[config.mk]
export PLATFORM = sky130hd
export DESIGN_NAME = trap_csr_unit
export DESIGN_NICKNAME = d
export VERILOG_FILES = /design/src/rtl/trap_csr_pkg.sv /design/src/rtl/trap_csr_ctrl.sv /design/src/rtl/trap_csr_regs.sv /design/src/rtl/trap_csr_unit.sv
export SDC_FILE = /design/constraint.sdc
export NUM_CORES = 1
export LEC_CHECK = 0
export BUFFER_PORTS_ARGS = -buffer_cell sky130_fd_sc_hd__buf_2
export CORE_ASPECT_RATIO = 0.8
export CORE_MARGIN = 2
export CORE_UTILIZATION = 58
export DETAILED_ROUTE_END_ITERATION = 6
export PLACE_DENSITY = 0.86
export SYNTH_ARGS = -nofsm -noshare
export SYNTH_HDL_FRONTEND = slang
export SYNTH_SLANG_ARGS = --single-unit
export TNS_END_PERCENT = 30
[constraint.sdc]
create_clock -name clk -period 3.7 [get_ports clk]
set_input_delay 0.185 -clock clk [delete_from_list [all_inputs] [get_ports clk]]
set_output_delay 0.185 -clock clk [all_outputs]
set_load 0.005 [all_outputs]
[src/rtl/trap_csr_pkg.sv]
package trap_csr_pkg;
  localparam int CODE_W = 4;
  localparam int ADDR_W = 12;

  localparam logic [ADDR_W-1:0] ADDR_STATUS  = 12'h100;
  localparam logic [ADDR_W-1:0] ADDR_VECTOR  = 12'h105;
  localparam logic [ADDR_W-1:0] ADDR_SCRATCH = 12'h140;
  localparam logic [ADDR_W-1:0] ADDR_EPC     = 12'h141;
  localparam logic [ADDR_W-1:0] ADDR_CAUSE   = 12'h142;

  // status bit positions decoded by software
  localparam int BIT_IE     = 1;
  localparam int BIT_PREVIE = 5;
  localparam int BIT_PREVPR = 8;

  localparam logic [CODE_W-1:0] CODE_ILLEGAL = 4'd2;
  localparam logic [CODE_W-1:0] CODE_CALL_U  = 4'd8;
  localparam logic [CODE_W-1:0] CODE_CALL_S  = 4'd9;

  typedef struct packed {
    logic              enter;   // take a trap this cycle
    logic              leave;   // legal supervisor return
    logic              csrWe;   // commit CSR write
    logic              isInt;   // entry is an interrupt
    logic [CODE_W-1:0] code;    // cause code for entry
  } trapCtl_t;
endpackage

[src/rtl/trap_csr_ctrl.sv]
module trap_csr_ctrl
  import trap_csr_pkg::*;
(
  input  logic              clk,
  input  logic              rstN,
  input  logic              excValid,
  input  logic [CODE_W-1:0] excCode,
  input  logic              ecallValid,
  input  logic              sretValid,
  input  logic              irqReq,
  input  logic [CODE_W-1:0] irqCode,
  input  logic              csrValid,
  input  logic              csrWrite,
  input  logic              privS,
  input  logic              ieQ,
  output trapCtl_t          ctl
);
  logic              irqPend;
  logic [CODE_W-1:0] pendCode;
  logic              callTake, retAny, retBad, syncEvt;
  logic              irqAvail, irqTake;
  logic [CODE_W-1:0] irqCodeEff;

  always_comb begin
    callTake   = ecallValid && !excValid;
    retAny     = sretValid && !excValid && !ecallValid;
    retBad     = retAny && !privS;
    syncEvt    = excValid || ecallValid || sretValid;
    irqAvail   = irqPend || irqReq;
    irqCodeEff = irqReq ? irqCode : pendCode;
    irqTake    = irqAvail && (!privS || ieQ) && !syncEvt;

    ctl.enter = excValid || callTake || retBad || irqTake;
    ctl.leave = retAny && privS;
    ctl.isInt = irqTake;
    if (excValid)      ctl.code = excCode;
    else if (callTake) ctl.code = privS ? CODE_CALL_S : CODE_CALL_U;
    else if (retBad)   ctl.code = CODE_ILLEGAL;
    else               ctl.code = irqCodeEff;
    ctl.csrWe = csrValid && csrWrite && !ctl.enter && !ctl.leave;
  end

  always_ff @(posedge clk) begin
    if (!rstN) begin
      irqPend  <= 1'b0;
      pendCode <= '0;
    end else begin
      irqPend  <= irqAvail && !irqTake;
      pendCode <= irqCodeEff;
    end
  end
endmodule

[src/rtl/trap_csr_regs.sv]
module trap_csr_regs
  import trap_csr_pkg::*;
#(
  parameter int XLEN = 32
) (
  input  logic              clk,
  input  logic              rstN,
  input  trapCtl_t          ctl,
  input  logic [XLEN-1:0]   curPc,
  input  logic [ADDR_W-1:0] csrAddr,
  input  logic [XLEN-1:0]   csrWdata,
  output logic [XLEN-1:0]   csrRdata,
  output logic              redirect,
  output logic [XLEN-1:0]   redirectPc,
  output logic              privS,
  output logic              ieQ,
  output logic              prevIeQ,
  output logic              prevPrQ,
  output logic [XLEN-1:0]   vecQ,
  output logic [XLEN-1:0]   epcQ,
  output logic [XLEN-1:0]   causeQ
);
  localparam int PAD_W = XLEN - 1 - CODE_W;

  logic [XLEN-1:0] scratchQ;
  logic [XLEN-1:0] statusRd;

  always_comb begin
    statusRd             = '0;
    statusRd[BIT_IE]     = ieQ;
    statusRd[BIT_PREVIE] = prevIeQ;
    statusRd[BIT_PREVPR] = prevPrQ;
    unique case (csrAddr)
      ADDR_STATUS:  csrRdata = statusRd;
      ADDR_VECTOR:  csrRdata = vecQ;
      ADDR_SCRATCH: csrRdata = scratchQ;
      ADDR_EPC:     csrRdata = epcQ;
      ADDR_CAUSE:   csrRdata = causeQ;
      default:      csrRdata = '0;
    endcase
    redirect   = ctl.enter || ctl.leave;
    redirectPc = ctl.enter ? vecQ : epcQ;
  end

  always_ff @(posedge clk) begin
    if (!rstN) begin
      privS    <= 1'b1;
      ieQ      <= 1'b0;
      prevIeQ  <= 1'b0;
      prevPrQ  <= 1'b0;
      vecQ     <= '0;
      epcQ     <= '0;
      causeQ   <= '0;
      scratchQ <= '0;
    end else if (ctl.enter) begin
      epcQ    <= curPc;
      causeQ  <= {ctl.isInt, {PAD_W{1'b0}}, ctl.code};
      prevPrQ <= privS;
      prevIeQ <= ieQ;
      ieQ     <= 1'b0;
      privS   <= 1'b1;
    end else if (ctl.leave) begin
      privS   <= prevPrQ;
      ieQ     <= prevIeQ;
      prevIeQ <= 1'b1;
      prevPrQ <= 1'b0;
    end else if (ctl.csrWe) begin
      unique case (csrAddr)
        ADDR_STATUS: begin
          ieQ     <= csrWdata[BIT_IE];
          prevIeQ <= csrWdata[BIT_PREVIE];
          prevPrQ <= csrWdata[BIT_PREVPR];
        end
        ADDR_VECTOR:  vecQ     <= {csrWdata[XLEN-1:2], 2'b00};
        ADDR_SCRATCH: scratchQ <= csrWdata;
        ADDR_EPC:     epcQ     <= csrWdata;
        ADDR_CAUSE:   causeQ   <= csrWdata;
        default: ;
      endcase
    end
  end
endmodule

[src/rtl/trap_csr_unit.sv]
module trap_csr_unit
  import trap_csr_pkg::*;
#(
  parameter int XLEN = 32
) (
  input  logic              clk,
  input  logic              rstN,
  input  logic [XLEN-1:0]   curPc,
  input  logic              excValid,
  input  logic [CODE_W-1:0] excCode,
  input  logic              ecallValid,
  input  logic              sretValid,
  input  logic              irqReq,
  input  logic [CODE_W-1:0] irqCode,
  input  logic              csrValid,
  input  logic              csrWrite,
  input  logic [ADDR_W-1:0] csrAddr,
  input  logic [XLEN-1:0]   csrWdata,
  output logic [XLEN-1:0]   csrRdata,
  output logic              redirect,
  output logic [XLEN-1:0]   redirectPc,
  output logic              privMode
);
  trapCtl_t        ctl;
  logic            privS, ieQ, prevIeQ, prevPrQ;
  logic [XLEN-1:0] vecQ, epcQ, causeQ;

  trap_csr_ctrl u_ctrl (
    .clk(clk), .rstN(rstN), .excValid(excValid), .excCode(excCode),
    .ecallValid(ecallValid), .sretValid(sretValid), .irqReq(irqReq),
    .irqCode(irqCode), .csrValid(csrValid), .csrWrite(csrWrite),
    .privS(privS), .ieQ(ieQ), .ctl(ctl)
  );

  trap_csr_regs #(.XLEN(XLEN)) u_regs (
    .clk(clk), .rstN(rstN), .ctl(ctl), .curPc(curPc), .csrAddr(csrAddr),
    .csrWdata(csrWdata), .csrRdata(csrRdata), .redirect(redirect),
    .redirectPc(redirectPc), .privS(privS), .ieQ(ieQ), .prevIeQ(prevIeQ),
    .prevPrQ(prevPrQ), .vecQ(vecQ), .epcQ(epcQ), .causeQ(causeQ)
  );

  assign privMode = privS;
endmodule

==> metrics.md <==
| Metric | Value |
|---|---|
| Status | finished, final reports clean |
| Clk Latency, worst-skew pair | 0.42 ns |
| Power density cells | between 400 and 500 nW/um^2 |
| Synth Register Bits | around 140 |
| # clock sinks | 135 |
| Clk_skew | 0.00593 ns |
| Cell taking the most area after synthesis | dfxtp_1 |
| IO Port Bufs | about 160 |
| Dpl hpwl | 11.6 mm |
| Crit path launch type | primary input |
| Data arrival, critical path | 2.60 ns |
| CP endpoint kind | primary output |
| Remaining Overflow, GRT | 0 |
| Final GP Congestion | around 0.84 |
| Actual slew at the worst max-slew pin | 0.890 ns |
| Sequential area share after synthesis | 41.5% |
| Worst slack, placed | between 0.7 and 0.8 ns |
| Worst-path clk slew | 0.06 ns |
| Hold Crit Class | primary input to register |
| Syn Area/Cell | 7.97 um^2 |
| Largest net degree at the start of global routing | 85 |
| Largest cells by area after synthesis | dfxtp_1, mux2i_1, nand2_1 |
| Pins Over Slew Limit | 0 |
| TritonCTS clock tree | done |
| Clock buffer depth | 2 |
| Fmax | ~360 MHz |
| Initial antenna violation count | 1 |
| Fill count | 860 |
| Reg2Reg Depth | 5 |
| Setup TNS | 0 ns |
| Post-Syn Instances | 816 |
| RSZ-0062 raised after global routing | false |
| Fin nets | 1,031 |
| Slew HR | 40.7% |
| Global-route wire length before repair | 29.5 mm |
| Final setup viols | 0 |
| Period utilization | roughly 75% |
| Worst vdd ir | 0.289 mV |
| First DRT Iteration DRCs | 680 |
| Count leader, synth | nand2_1 |
| Post-route DRC violation count | 0 |
| Ports | about 160 |
| # hold bufs at CTS | 0 |
| P_leak | ~3.5 nW |
| Hold depth | 3 |
| Die Area | 12,100 um^2 |
| Crit path time final | 2.79 ns |
| CTS Buf Count | 17 |
| FFs w/ async S/R, synth | 0% |
| Area Overhead vs Synth | 21.4% |
| Die Y | between 90 and 100 um |
| Synth warnings | 0 |
| H-tree depth | 4 |
| Most common flop cell mapped by yosys | dfxtp_1 |
| Critical setup path kind | primary input to primary output |
| DR WL/cell | about 17 um |
| Via-per-instance ratio | 5.90 |
| Root Driver | clkbuf_16 |
| Synth top area share | 41.5% |
| Starting Density | 59.8% |
| Vias in the first global route | 5,954 |
| Global Route Usage Sum | 30.8% |
| Final hold viol count | 0 |
| Post-synth top cells | nand2_1, dfxtp_1, mux2i_1, o21ai_0, a21oi_1 |
| Die width | 122 um |
| Max-Cap Viols | 0 |
| Syn Nets | 908 |
| WL final | between 15 and 20 mm |
| Final worst setup slack | just over 0.9 ns |
| Yosys cell types | just over 40 |
| Layout cells sized above 1 | 22.6% |
| Post-synth EDFFs | 0 |
| DR pass1 iterations | 5 |
| Crit-path max FO | 17 |
| Crit path required time | 3.51 ns |
| Vias post-DR | 6,469 |
| Post-CTS setup buffer count | 0 |
| Post_cts resized | 0 |
| Row cnt | 34 |
| Std-Cell Core Area | between 10,000 and 15,000 um^2 |
| Remaining antenna violation count | 0 |
| Syn Std Cell Area | 6510 um^2 |
## cell usage in the layout (no fill, tap or decap), drive strengths merged, types with 2 or more instances in the layout
cell type	instances
inv	2
and2	8
mux2i	99
nand2	213
or3	2
nor2b	4
nand2b	4
nor2	37
a21oi	62
and3	2
bufinv	3
a221o	30
clkbuf	20
nand3b	2
clkinv	7
dfxtp	135
a31oi	3
or2	3
nand3	37
nor3	10
or4	2
o21ai	69
nor4	3
o211ai	4
a22o	2
buf	175
## flip-flops by register name (all words and copies together) (netlist names), 4 cells and up
| signal | flops |
|---|---|
| u_ctrl.pendCode | 4 |
| u_regs.epcQ | 32 |
| u_regs.vecQ | 30 |
| u_regs.causeQ | 32 |
| u_regs.scratchQ | 32 |
## final timing paths
check	to	slack [ns]	from
setup / recovery	csrRdata[21]	0.91	csrAddr[10]
hold / removal	u_regs.causeQ[24]$_SDFFE_PP0P_	0.04	csrWdata[24]
setup reg to reg	u_regs.vecQ[31]$_SDFFE_PN0P_	0.93	u_regs.privS$_SDFFE_PP1P_
hold reg to reg	u_regs.causeQ[15]$_SDFFE_PP0P_	0.46	u_regs.causeQ[15]$_SDFFE_PP0P_
## power breakdown
| part | leakage (nW) | switching [W] | internal, W |
|---|---|---|---|
| Combinational | 2.17 | 0.000151 | 0.0000984 |
| Sequential | 1.10 | 0.0000248 | 0.00149 |
| Clock | 0.283 | 0.000605 | 0.00105 |
## layout make-up
class	count	area [um^2]	share of cell area [%]
Sequential cell	135	2700	34.2
Tap cell	144	180	2.28
Clock inverter	11	133	1.68
Multi-Input combinational cell	608	3510	44.5
Clock buffer	20	437	5.53
Timing Repair Buffer	175	923	11.7
Antenna cell	1	2.50	0.0317
Inverter	2	7.51	0.0950
## per-stage QoR
step	total power, W	util, %	hold WS [ns]	cells	instance area [um^2]
after floorplan	0.00168	-	0.321	816	6510
after global routing	0.00351	72.5	0.0311	1095	7900
after global placement	0.00178	67.3	0.442	1064	7330
after CTS	0.00341	72.5	0.0307	1095	7900
after detailed placement	0.00179	67.3	0.449	1064	7330
final	0.00341	72.5	0.0375	1096	7900
## cell families after synthesis
logic type | after synthesis | share of synthesized area, %
compound gates | 177 | 16.7
buf+inv | 73 | 4.69
flops | 135 | 41.5
mux | 100 | 15.4
simple gates | 331 | 21.7
## worst max-delay path, cell delays in order
cell and delay, ns:
buf_2 0.09, or4_1 0.58, or4_1 0.89, buf_4 0.37, nor2_1 0.20, a221o_1 0.16
buf_2 0.11
## metal layers
metal	global-route usage (%)	vias to the layer above	part of all wire, %
li1	-	3085	-
met3	6.42	45	9.0
met2	49.9	327	46
met5	0	-	0
met1	41.3	3012	43
met4	9.99	0	2.0
Note: power is estimated with default switching activity, not from simulation.
